`src/rtl/dbg_arb_pkg.sv`:
```
package dbg_arb_pkg;
    typedef enum logic [2:0] {
        CAUSE_NONE    = 3'd0,
        CAUSE_BRK     = 3'd1,
        CAUSE_TRIGGER = 3'd2,
        CAUSE_HALTREQ = 3'd3,
        CAUSE_STEP    = 3'd4,
        CAUSE_RSTHALT = 3'd5
    } dbg_cause_e;

    typedef enum logic {
        ST_RUN    = 1'b0,
        ST_HALTED = 1'b1
    } dbg_state_e;

    // Source ranks, 0 is the strongest
    localparam int NUM_SRC   = 5;
    localparam int RK_TRIG   = 0;
    localparam int RK_BRK    = 1;
    localparam int RK_RSTH   = 2;
    localparam int RK_HALT   = 3;
    localparam int RK_STEP   = 4;

    function automatic dbg_cause_e rank_code(input int rk);
        case (rk)
            RK_TRIG: return CAUSE_TRIGGER;
            RK_BRK:  return CAUSE_BRK;
            RK_RSTH: return CAUSE_RSTHALT;
            RK_HALT: return CAUSE_HALTREQ;
            default: return CAUSE_STEP;
        endcase
    endfunction
endpackage

```
`src/rtl/dbg_brk_qual.sv`:
```
module dbg_brk_qual (
    input  logic [1:0] priv,
    input  logic       en_m,
    input  logic       en_s,
    input  logic       en_u,
    output logic       enabled
);
    always_comb begin
        case (priv)
            2'd3:    enabled = en_m;
            2'd1:    enabled = en_s;
            2'd0:    enabled = en_u;
            default: enabled = 1'b0;
        endcase
    end
endmodule

```
`src/rtl/dbg_cause_prio.sv`:
```
module dbg_cause_prio
    import dbg_arb_pkg::*;
(
    input  logic [NUM_SRC-1:0] req,
    output dbg_cause_e         win,
    output logic               any
);
    always_comb begin
        win = CAUSE_NONE;
        for (int i = NUM_SRC - 1; i >= 0; i--) begin
            if (req[i]) win = rank_code(i);
        end
    end
    assign any = |req;

    always_comb begin
        a_r2_win_is_top: assert (!(req[RK_TRIG]) || win == CAUSE_TRIGGER);
    end
endmodule

```
`src/rtl/dbg_pc_sel.sv`:
```
module dbg_pc_sel
    import dbg_arb_pkg::*;
#(
    parameter int XLEN = 32
) (
    input  dbg_cause_e        win,
    input  logic              trig_timing,
    input  logic              step_trap,
    input  logic [XLEN-1:0]   cur_pc,
    input  logic [XLEN-1:0]   next_pc,
    input  logic [XLEN-1:0]   trap_pc,
    output logic [XLEN-1:0]   pc_out
);
    always_comb begin
        unique case (win)
            CAUSE_BRK:     pc_out = cur_pc;
            CAUSE_TRIGGER: pc_out = trig_timing ? next_pc : cur_pc;
            CAUSE_STEP:    pc_out = step_trap ? trap_pc : next_pc;
            CAUSE_HALTREQ,
            CAUSE_RSTHALT: pc_out = next_pc;
            default:       pc_out = next_pc;
        endcase
    end
endmodule

```
`src/rtl/dbg_entry_arb.sv`:
```
module dbg_entry_arb
    import dbg_arb_pkg::*;
#(
    parameter int XLEN = 32
) (
    input  logic             clk,
    input  logic             rst_n,
    input  logic             brk_valid,
    input  logic [1:0]       cur_priv,
    input  logic             en_brk_m,
    input  logic             en_brk_s,
    input  logic             en_brk_u,
    input  logic             trig_hit,
    input  logic             trig_timing,
    input  logic             halt_req,
    input  logic             rst_halt,
    input  logic             step_en,
    input  logic             step_done,
    input  logic             step_trap,
    input  logic             resume,
    input  logic             stop_count,
    input  logic             stop_time,
    input  logic [XLEN-1:0]  cur_pc,
    input  logic [XLEN-1:0]  next_pc,
    input  logic [XLEN-1:0]  trap_pc,
    output logic             enter_dbg,
    output logic [2:0]       cause,
    output logic [XLEN-1:0]  dpc,
    output logic             in_debug,
    output logic             brk_exc,
    output logic             cnt_inhibit,
    output logic             tmr_inhibit
);
    dbg_state_e          state_q, state_d;
    logic                running;
    logic                brk_ok;
    logic [NUM_SRC-1:0]  req;
    dbg_cause_e          win;
    logic                any_req;
    logic [XLEN-1:0]     sel_pc;
    logic                enter_q;
    dbg_cause_e          cause_q;
    logic [XLEN-1:0]     dpc_q;

    assign running = (state_q == ST_RUN);

    dbg_brk_qual u_qual (
        .priv    (cur_priv),
        .en_m    (en_brk_m),
        .en_s    (en_brk_s),
        .en_u    (en_brk_u),
        .enabled (brk_ok)
    );

    always_comb begin
        req           = '0;
        req[RK_TRIG]  = running & trig_hit;
        req[RK_BRK]   = running & brk_valid & brk_ok;
        req[RK_RSTH]  = running & rst_halt;
        req[RK_HALT]  = running & halt_req;
        req[RK_STEP]  = running & step_en & step_done;
    end

    dbg_cause_prio u_prio (
        .req (req),
        .win (win),
        .any (any_req)
    );

    dbg_pc_sel #(.XLEN(XLEN)) u_pcsel (
        .win         (win),
        .trig_timing (trig_timing),
        .step_trap   (step_trap),
        .cur_pc      (cur_pc),
        .next_pc     (next_pc),
        .trap_pc     (trap_pc),
        .pc_out      (sel_pc)
    );

    // Next state: ENTER and RESUME transitions
    always_comb begin
        state_d = state_q;
        unique case (state_q)
            ST_RUN:    if (any_req) state_d = ST_HALTED;
            ST_HALTED: if (resume)  state_d = ST_RUN;
            default:   state_d = ST_RUN;
        endcase
    end

    // State register
    always_ff @(posedge clk or negedge rst_n) begin
        if (!rst_n) state_q <= ST_RUN;
        else        state_q <= state_d;
    end

    // Registered entry outputs
    always_ff @(posedge clk or negedge rst_n) begin
        if (!rst_n) begin
            enter_q <= 1'b0;
            cause_q <= CAUSE_NONE;
            dpc_q   <= '0;
        end else if (running && any_req) begin
            enter_q <= 1'b1;
            cause_q <= win;
            dpc_q   <= sel_pc;
        end else begin
            enter_q <= 1'b0;
            cause_q <= CAUSE_NONE;
        end
    end

    assign enter_dbg   = enter_q;
    assign cause       = cause_q;
    assign dpc         = dpc_q;
    assign in_debug    = (state_q == ST_HALTED);
    assign brk_exc     = running & brk_valid & ~brk_ok;
    assign cnt_inhibit = stop_count & (in_debug | (win == CAUSE_BRK));
    assign tmr_inhibit = stop_time & in_debug;

    a_r8_strobe_cause: assert property (@(posedge clk) disable iff (!rst_n)
        enter_dbg == (cause != 3'd0));
    a_r8_strobe_mode: assert property (@(posedge clk) disable iff (!rst_n)
        enter_dbg |-> in_debug);
    a_r9_no_reentry: assert property (@(posedge clk) disable iff (!rst_n)
        in_debug |=> !enter_dbg);
    a_r2_trigger_wins: assert property (@(posedge clk) disable iff (!rst_n)
        (!in_debug && trig_hit) |=> (cause == 3'd2));
    a_r3_exc_exclusive: assert property (@(posedge clk) disable iff (!rst_n)
        brk_exc |-> !req[RK_BRK]);
    a_r11_timer_mode: assert property (@(posedge clk) disable iff (!rst_n)
        tmr_inhibit |-> in_debug);
endmodule

```
`config.mk`:
```
export PLATFORM = sky130hd
export DESIGN_NAME = dbg_entry_arb
export DESIGN_NICKNAME = d
export VERILOG_FILES = /design/src/rtl/dbg_arb_pkg.sv /design/src/rtl/dbg_brk_qual.sv /design/src/rtl/dbg_cause_prio.sv /design/src/rtl/dbg_pc_sel.sv /design/src/rtl/dbg_entry_arb.sv
export SDC_FILE = /design/constraint.sdc
export NUM_CORES = 1
export LEC_CHECK = 0
export ABC_AREA = 1
export CAP_MARGIN = 20
export CORE_ASPECT_RATIO = 1.1
export CORE_MARGIN = 2
export CORE_UTILIZATION = 40
export CTS_CLUSTER_SIZE = 12
export DETAILED_ROUTE_END_ITERATION = 6
export DONT_BUFFER_PORTS = 1
export SYNTH_ARGS = -nofsm -noshare
export SYNTH_HDL_FRONTEND = slang
export SYNTH_SLANG_ARGS = --single-unit
```
`constraint.sdc`:
```
create_clock -name clk -period 1.62 [get_ports clk]
set_input_delay 0.243 -clock clk [delete_from_list [all_inputs] [get_ports clk]]
set_output_delay 0.243 -clock clk [all_outputs]
set_load 0.02 [all_outputs]
```
Yosys cells after proc, flatten, opt, wreduce, memory -nomap -nowiden

Index checks and enable logic that the tools add are counted.

Register bits after elaboration: 37
Latch bits: 0
Bits in writable memories: 0
Bits in read-only memories: 0
Input bits: 114
Logic and storage cells: 39
Memories kept: 0

Add/sub/neg operators: 0
Multipliers: 0
Div/mod/pow operators: 0
Magnitude comparators: 0
Eq/ne operators: 5
Shift operators: 0
Multiplexer cells: 14
Bitwise operators: 13
Reductions and logical operators: 3

Operator list:

| operator           | count |
|---|---|
| $pmux 32 s3        | 1 |
| $mux 32            | 2 |
| $mux 3             | 6 |
| $and 1x1->1        | 10 |
| $reduce_or 5->1    | 1 |
| $eq 3x1->1 const B | 1 |
| $eq 3x2->1 const B | 1 |
| $eq 3x3->1 const B | 1 |
| $mux 1             | 3 |
| $pmux 1 s3         | 1 |
| $eq 2x1->1 const B | 1 |
| $eq 2x2->1 const B | 1 |
| $logic_not 2->1    | 1 |
| $not 1->1          | 2 |
| $pmux 1 s2         | 1 |
| $logic_and 1x1->1  | 1 |
| $or 1x1->1         | 1 |

Logic depth before layout (Yosys ltp)

Depth in word-level cells: 11
Mapped depth: 11

Hierarchy

A second synthesis with hierarchy kept.

Cells, all modules: 634
Area, all modules: 3455.8 µm²

Modules (own cells, without submodules):

| module         | times used | cells each | area each (µm²) |
|---|---|---|---|
| dbg_pc_sel     | 1          | 449        | 1914.3 |
| dbg_entry_arb  | 1          | 166        | 1457.6 |
| dbg_cause_prio | 1          | 13         | 57.6 |
| dbg_brk_qual   | 1          | 6          | 26.3 |

Worst setup path before layout

No wires, ideal clock.

Path type: register -> register
From: reg state_q (netlist: in_debug)
To: reg dpc_q[0] (netlist: dpc[0])
Data arrival time: 1.550 ns
Setup slack: 0.005 ns
Stages on the path, launching flop included: 10
Path buffers: 2
Clock period less this slack: 1.615 ns
Path through: dfrtp_1 > nor2_2 > nand3_2 > nand3_1 > nor2_1 > buf_2 > buf_4 > a21oi_1 > nand2_1 > nand2_1

Word-level cells in the longest chain between the ends: 10

RTL lines:

| element                            | RTL line             | source |
|---|---|---|
| from (decl)                        | dbg_entry_arb.sv:34  | `dbg_state_e state_q, state_d;` |
| from (signal assigned)             | dbg_entry_arb.sv:93  | `else state_q <= state_d;` |
| $not 1->1 *                        | --                   |  |
| $and 1x1->1 (2 in a row)           | dbg_entry_arb.sv:61  | `req[RK_STEP] = running & step_en & step_done;` |
| $mux 3 (5 in a row)                | dbg_cause_prio.sv:11 | `if (req[i]) win = rank_code(i);` |
| $eq 3x3->1 (tied with other cells) | dbg_pc_sel.sv:15     | `unique case (win)` |
| $pmux 32 s3                        | dbg_pc_sel.sv:15     |  |
| to (signal assigned)               | dbg_entry_arb.sv:105 | `dpc_q <= sel_pc;` |
| to (decl)                          | dbg_entry_arb.sv:43  | `logic [XLEN-1:0] dpc_q;` |

Every way passes the cells marked *; elsewhere a longest branch is shown, timed or not.
A chain may end at the register's enable or synchronous reset.

Final worst setup path

From: reg state_q (netlist: in_debug)
To: out cnt_inhibit

Word-level cells in the longest chain between the ends: 11

RTL lines:

| element                  | RTL line             | source |
|---|---|---|
| $not 1->1                | --                   |  |
| $and 1x1->1 (2 in a row) | dbg_entry_arb.sv:61  |  |
| $mux 3 (5 in a row)      | dbg_cause_prio.sv:11 |  |
| $eq 3x1->1               | dbg_entry_arb.sv:117 | `assign cnt_inhibit = stop_count & (in_debug \| (win == CAUSE_BRK));` |
| $or 1x1->1 *             | dbg_entry_arb.sv:117 |  |
| $and 1x1->1 *            | dbg_entry_arb.sv:117 |  |
| to (decl)                | dbg_entry_arb.sv:31  | `output logic cnt_inhibit,` |

Marks and branches as above.

==> metrics.yaml <==
dpl_cell_area_mm2: 0.003457
p_int_mw: 2.760
die_w_um: 90.94
critPathKind: "reg2out"
p_per_area_mw_per_mm2: 1588
die_area_mm2: 0.009060
peakVddDrop_mv: 0.6366
cts_root_buf: "clkbuf_8"
track_usage_pct: 22.85
maxCapViolCount: 0
r2r-start: "in_debug"
worstPathRequired_ns: 1.38
maxSlewViolCount: 0
clk-insertion-delay-late_ns: 0.29
multi_input_area_mm2: 0.002096
seq_power_share_pct: 38.8
min_period_ns: 1.565
switching_share_pct: 52.09
cp-startpoint: "in_debug"
viasPerCell: 5.224
layout-drive-gt1-share_pct: 7.179
postLayoutCellArea_mm2: 0.003627
fill_cells: 882
drt_first_pass_iters: 5
routedWlPerCell_um: 14.98
placementRows: 34
dieHeight_um: 99.63
area_growth_pct: 9.067
finalClockSkew_ns: 0.007642
hold_slack_ns: 0.07312
route.detailed.drc: 0
cp-end-kind: "primary output"
power.switching_mw: 3.000
period_share_pct: 96.59
drtIter0Drc: 186
grt_antenna_before_repair: 0
place.gp.congestion: 0.8776
clock_path_buffers: 2
grt_max_degree: 65
ys_seq_elements: 37
crit_arrival_ns: 1.32
clk_pin_slew_worst_paths_ns: 0.07
syn_avg_cell_area_um2: 5.534
hp-start: "resume"
yosysWarnings: 0
htreeDepth: 2
ys_types: 21
synth_cells: 601
hpwlAfterDp_um: 7173
grt_pass1_vias: 3517
final_nets: 699
start_util_pct: 41.58
path_max_fanout: 5
p_comb_share_pct: 49.4
postRouteAntennaNets: 0
synth_nets: 715
relSlewSlack_pct: 41.16
final_cell_mix: "nand2_1, nor2_1, o21ai_0, inv_1, dfrtp_1"
postCtsSetupBuffers: 0
max_freq_ghz: 0.6391
rsz0062_at_grt: "yes"
cts_buffers: 5
total_power_mw: 5.760
portBuffers: 0
diodes: 0
yosysSeqAreaShare_pct: 27.84
startpoint_type: "flip-flop"
vias: 3620
drt-total-wl_um: 10380
cts_tree: "yes"
grt_pass1_wl_um: 16980
setup_viol: 0
hold_class: "in2reg"
hold_violations: 0
p_leak_nw: 1.950
cts_sinks: 37
worst_slew_pin_slew_ns: 0.8816
io_pins: 154
grt-ovfl-total: 0
clkPwrFrac_pct: 11.7
regArea_um2: 925.9
status: "completed"
mostFrequentLayoutCell: "nand2_1"
core_area_mm2: 0.007998
syn_area_mm2: 0.003326
==> kinds of logic after synthesis <==
kind of cell	Yosys count	synth area share [%]
flops	37	27.84
buf+inv	85	10.31
compound gates	103	16.14
simple gates	376	45.71
==> metrics by stage <==
| step | utilization (%) | setup slack, ns | TNS, ns | std cells |
|---|---|---|---|---|
| 6_report | 45.35 | 0.05531 | 0 | 693 |
| 3_5_place_dp | 43.23 | 0.09352 | 0 | 683 |
| 5_1_grt | 45.35 | -0.03044 | -0.06512 | 693 |
| 3_3_place_gp | 43.23 | 0.1508 | 0 | 683 |
| 2_1_floorplan | - | 0.004744 | 0 | 601 |
| 4_1_cts | 44.70 | 0.01065 | 0 | 692 |
==> power by group through the flow <==
| stage | clock (mW) | combinational (mW) | sequential, mW |
|---|---|---|---|
| floorplan | 0 | 2.11 | 2.16 |
| global placement | 0 | 2.71 | 2.26 |
| detailed placement | 0 | 2.77 | 2.25 |
| CTS | 0.701 | 2.80 | 2.25 |
| global route | 0.741 | 3.27 | 2.29 |
| finish | 0.676 | 2.85 | 2.24 |
==> worst max-delay path, cell delays in order (launching register included) <==
cell and delay [ns]:
dfrtp_1 0.41, nor2_2 0.19, nand3_4 0.13, nor2_2 0.12
o21a_2 0.19
==> layout make-up <==
| class | instances | area share [%] |
|---|---|---|
| well taps | 108 | 3.725 |
| inverters | 43 | 4.450 |
| clock buffers | 7 | 2.380 |
| flip-flops and latches | 37 | 25.53 |
| multi-input cells | 479 | 57.78 |
| repair buffers | 19 | 6.140 |
==> what timing repair did <==
item / CTS / global route
pin swaps: 0 / 1
endpoints found under the setup margin: 1 / 33
cloned: 0 / 1
resized for setup: 1 / 14
hold buffers: 2 / 0
hold endpoints to repair: 37 / 0
==> path summary, 6_finish.rpt <==
kind	end	slack (ns)	cells past startpoint
min in group asynchronous	dpc[22]	0.43	2
worst max register to register	dpc[21]	0.10	10
worst max-delay path	cnt_inhibit	0.06	4
worst min-delay path	in_debug	0.07	1
max in group asynchronous	dpc[27]	0.99	2
worst min register to register	dpc[27]	0.62	2
==> metal layers <==
| layer | vias up | share of wire [%] | wire [um] | track usage [%] |
|---|---|---|---|---|
| met3 | 19 | 10 | 1038 | 7.273 |
| met1 | 1581 | 41 | 4264 | 28.20 |
| met5 | - | 0 | 0 | 0 |
| met4 | 0 | 2.4 | 252 | 7.809 |
| li1 | 1870 | - | - | - |
| met2 | 150 | 46 | 4824 | 37.83 |
==> flip-flops by register name, summed over array words and instances (netlist names) <==
signal and flops:
enter_dbg 1, dpc 32, in_debug 1, cause 3
==> cells in the mapped netlist <==
master,instances,area [um^2]
nand2_1,232,870.8
nor2_1,98,367.9
o21ai_0,65,325.3
inv_1,40,150.1
dfrtp_1,37,925.9
a21oi_1,34,170.2
nand4_1,32,200.2
clkbuf_1,25,93.84
buf_2,16,80.08
nand3_1,8,40.04
inv_2,3,11.26
nor2_2,2,12.51
a21oi_2,1,8.760
a21oi_4,1,16.27
buf_4,1,7.510
nand2_2,1,6.260
nand3_2,1,10.01
nand3b_1,1,7.510
nor3_1,1,5.000
o21a_1,1,7.510
o21ai_2,1,8.760
No activity file was read; power rests on OpenSTA's default activity.
